$ cat src/rtl/wdg_pkg.sv
package wdg_pkg;
  localparam logic [1:0] RG_CTRL = 2'd0;
  localparam logic [1:0] RG_KICK = 2'd1;
  localparam logic [1:0] RG_LIVE = 2'd2;
  localparam logic [1:0] RG_DIV  = 2'd3;
  localparam int EN_POS = 31;

  typedef enum logic [1:0] {
    ST_OFF = 2'd0,
    ST_ONE = 2'd1,
    ST_TWO = 2'd2
  } wdg_state_e;
endpackage

$ cat src/rtl/wdg_rst_sync.sv
module wdg_rst_sync (
  input  logic clk,
  input  logic rst_n_in,
  output logic rst_n_out
);
  logic [1:0] sync_q;

  always_ff @(posedge clk or negedge rst_n_in) begin
    if (!rst_n_in) sync_q <= 2'b00;
    else           sync_q <= {sync_q[0], 1'b1};
  end

  assign rst_n_out = sync_q[1];
endmodule

$ cat src/rtl/wdg_regs.sv
module wdg_regs
  import wdg_pkg::*;
#(
  parameter int CNT_W = 8,
  parameter int DIV_W = 16
) (
  input  logic             clk,
  input  logic             rst_n,
  input  logic             bus_wr,
  input  logic [1:0]       bus_addr,
  input  logic [31:0]      bus_wdata,
  input  logic             expire,
  input  logic [CNT_W-1:0] live1,
  input  logic [CNT_W-1:0] live2,
  output logic [31:0]      bus_rdata,
  output logic             en,
  output logic [DIV_W-1:0] div,
  output logic             start,
  output logic             stop,
  output logic             reload,
  output logic [CNT_W-1:0] ld_f1,
  output logic [CNT_W-1:0] ld_f2
);
  localparam int F2_LO = CNT_W;
  localparam int F2_HI = 2 * CNT_W - 1;

  logic             en_q, en_d;
  logic [CNT_W-1:0] f1_q, f1_d, f2_q, f2_d;
  logic [DIV_W-1:0] div_q, div_d;
  logic             wr_ctrl, wr_kick, wr_div;

  assign wr_ctrl = bus_wr && (bus_addr == RG_CTRL);
  assign wr_kick = bus_wr && (bus_addr == RG_KICK);
  assign wr_div  = bus_wr && (bus_addr == RG_DIV);

  assign start  = wr_ctrl && bus_wdata[EN_POS];
  assign stop   = wr_ctrl && !bus_wdata[EN_POS];
  assign reload = wr_kick && bus_wdata[0];

  // lengths used for a load: fresh fields on a control write, stored otherwise
  assign ld_f1 = start ? bus_wdata[CNT_W-1:0] : f1_q;
  assign ld_f2 = start ? bus_wdata[F2_HI:F2_LO] : f2_q;

  always_comb begin
    en_d  = en_q;
    f1_d  = f1_q;
    f2_d  = f2_q;
    div_d = div_q;
    if (wr_ctrl) begin
      en_d = bus_wdata[EN_POS];
      f1_d = bus_wdata[CNT_W-1:0];
      f2_d = bus_wdata[F2_HI:F2_LO];
    end else if (expire) begin
      en_d = 1'b0;
    end
    if (wr_div) div_d = bus_wdata[DIV_W-1:0];
  end

  always_ff @(posedge clk or negedge rst_n) begin
    if (!rst_n) begin
      en_q  <= 1'b0;
      f1_q  <= '0;
      f2_q  <= '0;
      div_q <= DIV_W'(1);
    end else begin
      en_q  <= en_d;
      f1_q  <= f1_d;
      f2_q  <= f2_d;
      div_q <= div_d;
    end
  end

  always_comb begin
    bus_rdata = '0;
    case (bus_addr)
      RG_CTRL: begin
        bus_rdata[EN_POS]      = en_q;
        bus_rdata[CNT_W-1:0]   = f1_q;
        bus_rdata[F2_HI:F2_LO] = f2_q;
      end
      RG_LIVE: begin
        bus_rdata[CNT_W-1:0]   = live1;
        bus_rdata[F2_HI:F2_LO] = live2;
      end
      RG_DIV:  bus_rdata[DIV_W-1:0] = div_q;
      default: bus_rdata = '0;
    endcase
  end

  assign en  = en_q;
  assign div = div_q;
endmodule

$ cat src/rtl/wdg_prescale.sv
module wdg_prescale #(
  parameter int DIV_W = 16
) (
  input  logic             clk,
  input  logic             rst_n,
  input  logic             run,
  input  logic             restart,
  input  logic [DIV_W-1:0] div,
  output logic             tick
);
  logic [DIV_W-1:0] cnt_q, cnt_d;
  logic [DIV_W-1:0] lim;
  logic             wrap;

  // zero divider behaves as one so the tick never stalls
  assign lim  = (div == '0) ? '0 : div - DIV_W'(1);
  assign wrap = (cnt_q >= lim);
  assign tick = run && !restart && wrap;

  always_comb begin
    cnt_d = cnt_q;
    if (restart || !run) cnt_d = '0;
    else if (wrap)       cnt_d = '0;
    else                 cnt_d = cnt_q + DIV_W'(1);
  end

  always_ff @(posedge clk or negedge rst_n) begin
    if (!rst_n) cnt_q <= '0;
    else        cnt_q <= cnt_d;
  end
endmodule

$ cat src/rtl/wdg_stages.sv
module wdg_stages
  import wdg_pkg::*;
#(
  parameter int CNT_W = 8
) (
  input  logic             clk,
  input  logic             rst_n,
  input  logic             start,
  input  logic             stop,
  input  logic             reload,
  input  logic [CNT_W-1:0] ld_f1,
  input  logic [CNT_W-1:0] ld_f2,
  input  logic             tick,
  output logic [CNT_W-1:0] live1,
  output logic [CNT_W-1:0] live2,
  output logic             running,
  output logic             warn,
  output logic             rst_pulse,
  output logic             expire
);
  localparam logic [CNT_W-1:0] ONE = CNT_W'(1);

  wdg_state_e       st_q, st_d;
  logic [CNT_W-1:0] c1_q, c1_d, c2_q, c2_d;
  logic             warn_q, warn_d, pulse_q, pulse_d;

  always_comb begin
    st_d    = st_q;
    c1_d    = c1_q;
    c2_d    = c2_q;
    warn_d  = warn_q;
    pulse_d = 1'b0;
    expire  = 1'b0;
    if (start) begin
      c1_d   = ld_f1;
      c2_d   = ld_f2;
      st_d   = ST_ONE;
      warn_d = 1'b0;
    end else if (stop) begin
      st_d   = ST_OFF;
      warn_d = 1'b0;
    end else if (reload) begin
      c1_d   = ld_f1;
      c2_d   = ld_f2;
      warn_d = 1'b0;
      if (st_q != ST_OFF) st_d = ST_ONE;
    end else if (tick) begin
      case (st_q)
        ST_ONE: begin
          if (c1_q <= ONE) begin
            c1_d   = '0;
            st_d   = ST_TWO;
            warn_d = 1'b1;
          end else begin
            c1_d = c1_q - ONE;
          end
        end
        ST_TWO: begin
          if (c2_q <= ONE) begin
            c2_d    = '0;
            st_d    = ST_OFF;
            warn_d  = 1'b0;
            pulse_d = 1'b1;
            expire  = 1'b1;
          end else begin
            c2_d = c2_q - ONE;
          end
        end
        default: st_d = ST_OFF;
      endcase
    end
  end

  always_ff @(posedge clk or negedge rst_n) begin
    if (!rst_n) begin
      st_q    <= ST_OFF;
      c1_q    <= '0;
      c2_q    <= '0;
      warn_q  <= 1'b0;
      pulse_q <= 1'b0;
    end else begin
      st_q    <= st_d;
      c1_q    <= c1_d;
      c2_q    <= c2_d;
      warn_q  <= warn_d;
      pulse_q <= pulse_d;
    end
  end

  assign live1     = c1_q;
  assign live2     = c2_q;
  assign running   = (st_q != ST_OFF);
  assign warn      = warn_q;
  assign rst_pulse = pulse_q;
endmodule

$ cat src/rtl/wdg_two_stage.sv
module wdg_two_stage #(
  parameter int CNT_W = 8,
  parameter int DIV_W = 16
) (
  input  logic        clk,
  input  logic        rst_n,
  input  logic        bus_wr,
  input  logic [1:0]  bus_addr,
  input  logic [31:0] bus_wdata,
  output logic [31:0] bus_rdata,
  output logic        warn_irq,
  output logic        sys_rst
);
  logic             rst_q_n;
  logic             ctl_en, start, stop, reload, expire, running, tick;
  logic [DIV_W-1:0] div;
  logic [CNT_W-1:0] ld_f1, ld_f2, live1, live2;

  wdg_rst_sync u_sync (
    .clk       (clk),
    .rst_n_in  (rst_n),
    .rst_n_out (rst_q_n)
  );

  wdg_regs #(.CNT_W(CNT_W), .DIV_W(DIV_W)) u_regs (
    .clk       (clk),
    .rst_n     (rst_q_n),
    .bus_wr    (bus_wr),
    .bus_addr  (bus_addr),
    .bus_wdata (bus_wdata),
    .expire    (expire),
    .live1     (live1),
    .live2     (live2),
    .bus_rdata (bus_rdata),
    .en        (ctl_en),
    .div       (div),
    .start     (start),
    .stop      (stop),
    .reload    (reload),
    .ld_f1     (ld_f1),
    .ld_f2     (ld_f2)
  );

  wdg_prescale #(.DIV_W(DIV_W)) u_pre (
    .clk     (clk),
    .rst_n   (rst_q_n),
    .run     (running),
    .restart (start | reload),
    .div     (div),
    .tick    (tick)
  );

  wdg_stages #(.CNT_W(CNT_W)) u_stg (
    .clk       (clk),
    .rst_n     (rst_q_n),
    .start     (start),
    .stop      (stop),
    .reload    (reload),
    .ld_f1     (ld_f1),
    .ld_f2     (ld_f2),
    .tick      (tick),
    .live1     (live1),
    .live2     (live2),
    .running   (running),
    .warn      (warn_irq),
    .rst_pulse (sys_rst),
    .expire    (expire)
  );
endmodule

$ cat config.mk
export PLATFORM = sky130hd
export DESIGN_NAME = wdg_two_stage
export DESIGN_NICKNAME = d
export VERILOG_FILES = /design/src/rtl/wdg_pkg.sv /design/src/rtl/wdg_rst_sync.sv /design/src/rtl/wdg_regs.sv /design/src/rtl/wdg_prescale.sv /design/src/rtl/wdg_stages.sv /design/src/rtl/wdg_two_stage.sv
export SDC_FILE = /design/constraint.sdc
export NUM_CORES = 1
export LEC_CHECK = 0
export BUFFER_PORTS_ARGS = -buffer_cell sky130_fd_sc_hd__buf_2
export CAP_MARGIN = 20
export CORE_UTILIZATION = 40
export DETAILED_ROUTE_END_ITERATION = 12
export GPL_TIMING_DRIVEN = 0
export PLACE_DENSITY = 0.59
export SYNTH_ARGS = -nofsm -noshare
export SYNTH_HDL_FRONTEND = slang
export SYNTH_SLANG_ARGS = --single-unit
$ cat constraint.sdc
create_clock -name clk -period 2.4 [get_ports clk]
set_input_delay 0.24 -clock clk [delete_from_list [all_inputs] [get_ports clk]]
set_output_delay 0.24 -clock clk [all_outputs]
set_load 0.01 [all_outputs]
After elaboration in Yosys (flattened, before gate mapping)
Index checks and enable logic that the tools add are counted.

storage, ports and cells
  register bits = 71
  input bits = 37
  output and inout port bits = 34
  word-level logic and storage cells = 95

cells by class
  add/subtract/negate cells = 4
  $lt $le $gt $ge = 3
  equality and inequality tests = 9
  multiplexer cells = 42
  bitwise logic cells = 1
  reduce and logical (&&, ||, !) cells = 25

operators with widths
  cell                   count
  $mux 8                 14
  $mux 16                3
  $pmux 16 s3            1
  $add 16x1->16 const B  1
  $ge 16x16->1           1
  $le 8x1->1 const B     2
  $logic_not 16->1       1
  $sub 16x1->16 const B  1
  $sub 8x1->8 const B    2
  $mux 1                 15
  $mux 2                 7
  $ne 5x4->1 const B     2
  $reduce_bool 3->1      3
  $logic_and 1x1->1      8
  $reduce_and 4->1       2
  $eq 2x2->1 const B     3
  $reduce_and 3->1       2
  $reduce_bool 5->1      1
  $eq 2x1->1 const B     2
  $ne 4x3->1 const B     1
  $pmux 2 s2             1
  $reduce_bool 2->1      2
  $reduce_bool 4->1      1
  $logic_not 1->1        3
  other kinds (5)        5

Longest topological paths before layout
  depth in word-level cells = 13
  mapped depth = 16
  mapped depth without buffers = 14

Modules after synthesis
Synthesis repeated with hierarchy kept, for this count alone.

second synthesis, totals
  cell total of the unflattened synthesis = 491
  area total of the unflattened synthesis = 4893.4 sq um

by module, submodules not included
  module         instances  cells an instance  area an instance (sq um)  sequential area each (sq um)
  wdg_regs       1          149                2034.5                    827.0
  wdg_prescale   1          179                1450.1                    400.4
  wdg_stages     1          159                1348.8                    500.5
  wdg_rst_sync   1          3                  53.8                      50.0
  wdg_two_stage  1          1                  6.3                       0.0

Least setup slack after synthesis
No wires, ideal clock.

  kind = flip-flop to flip-flop
  start = register u_regs.div_q[8], in the netlist u_regs.div[8]
  end = register u_stg.c2_q[3], in the netlist u_stg.live2[3]
  library setup time = 125 ps
  arrival = 3367 ps
  data required time = 2275 ps
  slack = -1092 ps
  cell stages (with the launch flop) = 14
  buffers on the path = 0
  period minus slack after synthesis = 3492 ps
  cell sequence = dfrtp_1 > or3_1 > nor4b_1 > nand2_1 > nor3_1 > xor2_1 > nand2_1 > ha_1 > nand4_1 > nor3_2 > a211o_1 > a211oi_4 > o31ai_4 > mux2_2

between the ends
  word-level cells in the longest chain between the ends = 6
  elaborated cells between the ends (all ways) = 7
  those cells by class = 1 x add/sub; 1 x order compare; 1 x mux; 4 x reduce/logical

ends and longest elaborated chain
  item                                                      line                text
  from (decl)                                               wdg_regs.sv:29      logic [DIV_W-1:0] div_q, div_d;
  from (signal assigned)                                    wdg_regs.sv:69      div_q <= div_d;
  $sub 16x1->16 / $logic_not 16->1 (equally long branches)  wdg_prescale.sv:16  assign lim = (div == '0) ? '0 : div - DIV_W'(1);
  $mux 16 *                                                 wdg_prescale.sv:16
  $ge 16x16->1 *                                            wdg_prescale.sv:17  assign wrap = (cnt_q >= lim);
  $logic_and 1x1->1 *                                       wdg_prescale.sv:18  assign tick = run && !restart && wrap;
  $reduce_bool 3->1 (no source line) *                      --
  $reduce_and 3->1 (no source line) *                       --
  to (signal assigned)                                      wdg_stages.sv:78    c2_q <= '0;
  to (signal assigned)                                      wdg_stages.sv:84    c2_q <= c2_d;
  to (decl)                                                 wdg_stages.sv:24    logic [CNT_W-1:0] c1_q, c1_d, c2_q, c2_d;

Mark *: on every way between the ends. The rest lies on a longest branch, timed or not.
A chain may end at the register's enable or synchronous reset.

Worst setup path in the final report
  start = register u_regs.div_q[2], in the netlist u_regs.div[2]
  end = register u_stg.c2_q[5], in the netlist u_stg.live2[5]

Same word-level chain as after synthesis.

==> impl_metrics.ini <==
[floorplanning]
die_y_um = 110.8
rows = 39
fp.dieW_um = 110.8
start_util = 0.4127
core_um2 = 11470
ios = 71
die_area_um2 = 12270

[timing]
rsz0062_at_grt = yes
fin_crit_ps = 3459
drv_slew = 0
final-setup-viol-count = 37
fmax_mhz = 289.1
min_period_over_period = 1.441
finalHoldViolations = 0
max_slew_margin = 0.4910
worst_pin_slew_ps = 763.5
layout_setup_ws_ps = -1059
fin_worst_skew_ps = 8.948
whs_ps = 172.3

[yosys]
ys_seq_area_frac = 0.3757
netlist_area_um2 = 4732
synth_most_common_cell = dfrtp_1
synthTopCellsByCount = dfrtp_1 (70), nand2_1 (54), nor2_1 (47)
avgSynthCellArea_um2 = 9.560
ys_seq_elements = 71
yosys-top-cells-area = dfrtp_1 (37%), mux2_2 (9.8%), ha_1 (6.1%), xor2_1 (4.4%), nand2_1 (4.3%)
synth_edf_count = 0
yosys.area.top_type = dfrtp_1
synthCells = 495
yosys_warnings = 0
synthDominantCellAreaShare = 0.3702
ys_dominant_reg_cell = dfrtp_1
ys_types = 61
async_flop_share = 1.000

[critical_path]
critPathLaunchType = flop
worstPathArrival_ps = 3680
reg2reg_slack_ps = -1060
crit_fanout = 7
crit_type = flop to flop
critPathRequiredTime_ps = 2620
cp-end-kind = flop

[drt]
drc_errors = 0
routed_wl_um = 12400
drt_iter0_markers = 160
vias_per_cell = 5.389
wl_per_cell_um = 16.87
vias = 3961
ant_nets = 0
dr.pass1.iters = 4

[final_layout]
syn_to_final_growth_pct = 27.08
drive_gt1_frac = 0.3176
fin_util = 0.5244
fin_area_um2 = 6013
nFillCells = 1056
antenna_cells = 0
nets = 647

[pwr]
peakVddDrop_mv = 0.5789
pwr_density_cell_nw_per_um2 = 836.1
p_leak_uw = 0.002711

[hold_path]
hold_path_class = input port to flop

[clock_network]
max-clock-path-buffers = 2
clock-sinks = 71
clk_pin_slew_ps = 60
clkLatencyLatePin_ps = 340
cts_tree = done
cts_buffers = 9
ctsHtreeMaxLevel = 3
cts_root_buffer = clkbuf_16

[place]
dp_hpwl_um = 8883
gp_congestion = 0.8183
port_buffers = 38
place_area_um2 = 5270

[global_routing]
track_usage = 0.2106
grt_antenna_before_repair = 0
grt_remaining_overflow = 0
grt_max_degree = 54
grt_pass1_wl_um = 20290
grt_pass1_vias = 4024

[flow_run]
cap_violations = 0

[status]
violations = setup timing
status = finished with violations
-- power by group --
group,internal (uW),switching [uW]
clock network,749,523
registers,1470,352
logic,968,967
total,3190,1840
-- per-stage QoR --
step	power [uW]	setup slack (ps)	TNS, ps	std cells
3_3_place_gp	3471	-1328	-89100	690
5_1_grt	5341	-1244	-42430	735
6_report	5028	-1059	-35890	735
3_5_place_dp	3548	-1375	-44120	691
2_1_floorplan	3098	-881.3	-27450	509
4_1_cts	4939	-1168	-38340	727
-- routing by layer --
| layer | vias to the layer above | track usage | share of wire |
|---|---|---|---|
| li1 | 1921 | - | - |
| met5 | - | 0 | 0 |
| met2 | 84 | 0.3590 | 0.50 |
| met3 | 17 | 0.03499 | 0.033 |
| met1 | 1939 | 0.2640 | 0.44 |
| met4 | 0 | 0.08711 | 0.021 |
-- sequential cells by signal, summed over array words and instances, names as in the netlist --
| register | cells |
|---|---|
| u_regs.f1_q | 8 |
| u_stg.warn | 1 |
| u_stg.st_q | 2 |
| u_regs.div | 16 |
| u_pre.cnt_q | 16 |
| u_sync.sync_q | 2 |
| u_stg.rst_pulse | 1 |
| u_stg.live1 | 8 |
| u_regs.en | 1 |
| u_stg.live2 | 8 |
| u_regs.f2_q | 8 |
-- kinds of logic (layout without fill, tap and decap cells) --
kind of cell	after synthesis	in the layout	share of synthesized area
muxes	61	61	0.1401
and+or+nand+nor	166	166	0.1724
xor gates and xnor gates	35	35	0.06478
DFF	71	71	0.3757
other	2	16	0.001587
buffers and inverters	49	132	0.05182
adders and majority gates	23	23	0.06082
AOI/OAI and AO/OA	88	88	0.1327
-- worst max-delay path, cell delays in order (launching register included) --
cell	delay, ps
dfrtp_2	450
nor3_4	240
buf_4	140
nor4b_4	230
nand2_2	130
nor3_2	130
xor2_1	150
nand2_1	80
ha_1	270
nand4_1	190
nor3_4	180
a211o_1	200
a211oi_4	40
buf_6	150
o31ai_4	250
buf_12	160
mux2_2	320
-- placed cells by master, fill, tap and decap left out, drive strengths merged, types with 5 or more instances in the layout --
master / count
xor2: 24
nor2: 47
mux2i: 19
xnor2: 11
a211oi: 5
a21oi: 15
buf: 84
nand2b: 5
clkbuf: 30
o31ai: 5
ha: 23
o21ai: 35
mux2: 42
dfrtp: 70
a22oi: 7
or4: 5
nand3: 11
nor3: 14
or3: 5
nand2: 55
conb: 16
inv: 13
-- area by class of cell --
type | instances | area [um2] | area share
buffer | 36 | 221.5 | 0.03683
inverter | 13 | 48.80 | 0.008115
multi-input combinational | 389 | 3005 | 0.4998
sequential | 71 | 1788 | 0.2973
clock inverter | 4 | 20.02 | 0.003329
clock buffer | 12 | 256.5 | 0.04265
tap | 143 | 178.9 | 0.02975
timing repair buffer | 67 | 494.2 | 0.08219
-- what timing repair did --
item                       CTS  global route
setup endpoints to repair   43            37
pin swaps                   12            12
gates resized for setup     31            21
hold buffers                 1             0
hold endpoints to repair     2             0
setup buffers               18             8
gates cloned                 2             0
-- path summary, 6_finish.rpt --
check	from	end	cells after the start
worst min register to register	u_sync.sync_q[1]	u_pre.cnt_q[4]	0
worst max-delay path	u_regs.div[2]	u_stg.live2[5]	16
max in group asynchronous	u_sync.sync_q[1]	u_regs.div[0]	1
worst max register to register	u_regs.div[2]	u_stg.live2[5]	16
min in group asynchronous	u_sync.sync_q[1]	u_pre.cnt_q[4]	0
worst min-delay path	bus_wdata[13]	u_regs.div[13]	2
Note: power is estimated with default switching activity, not from simulation.
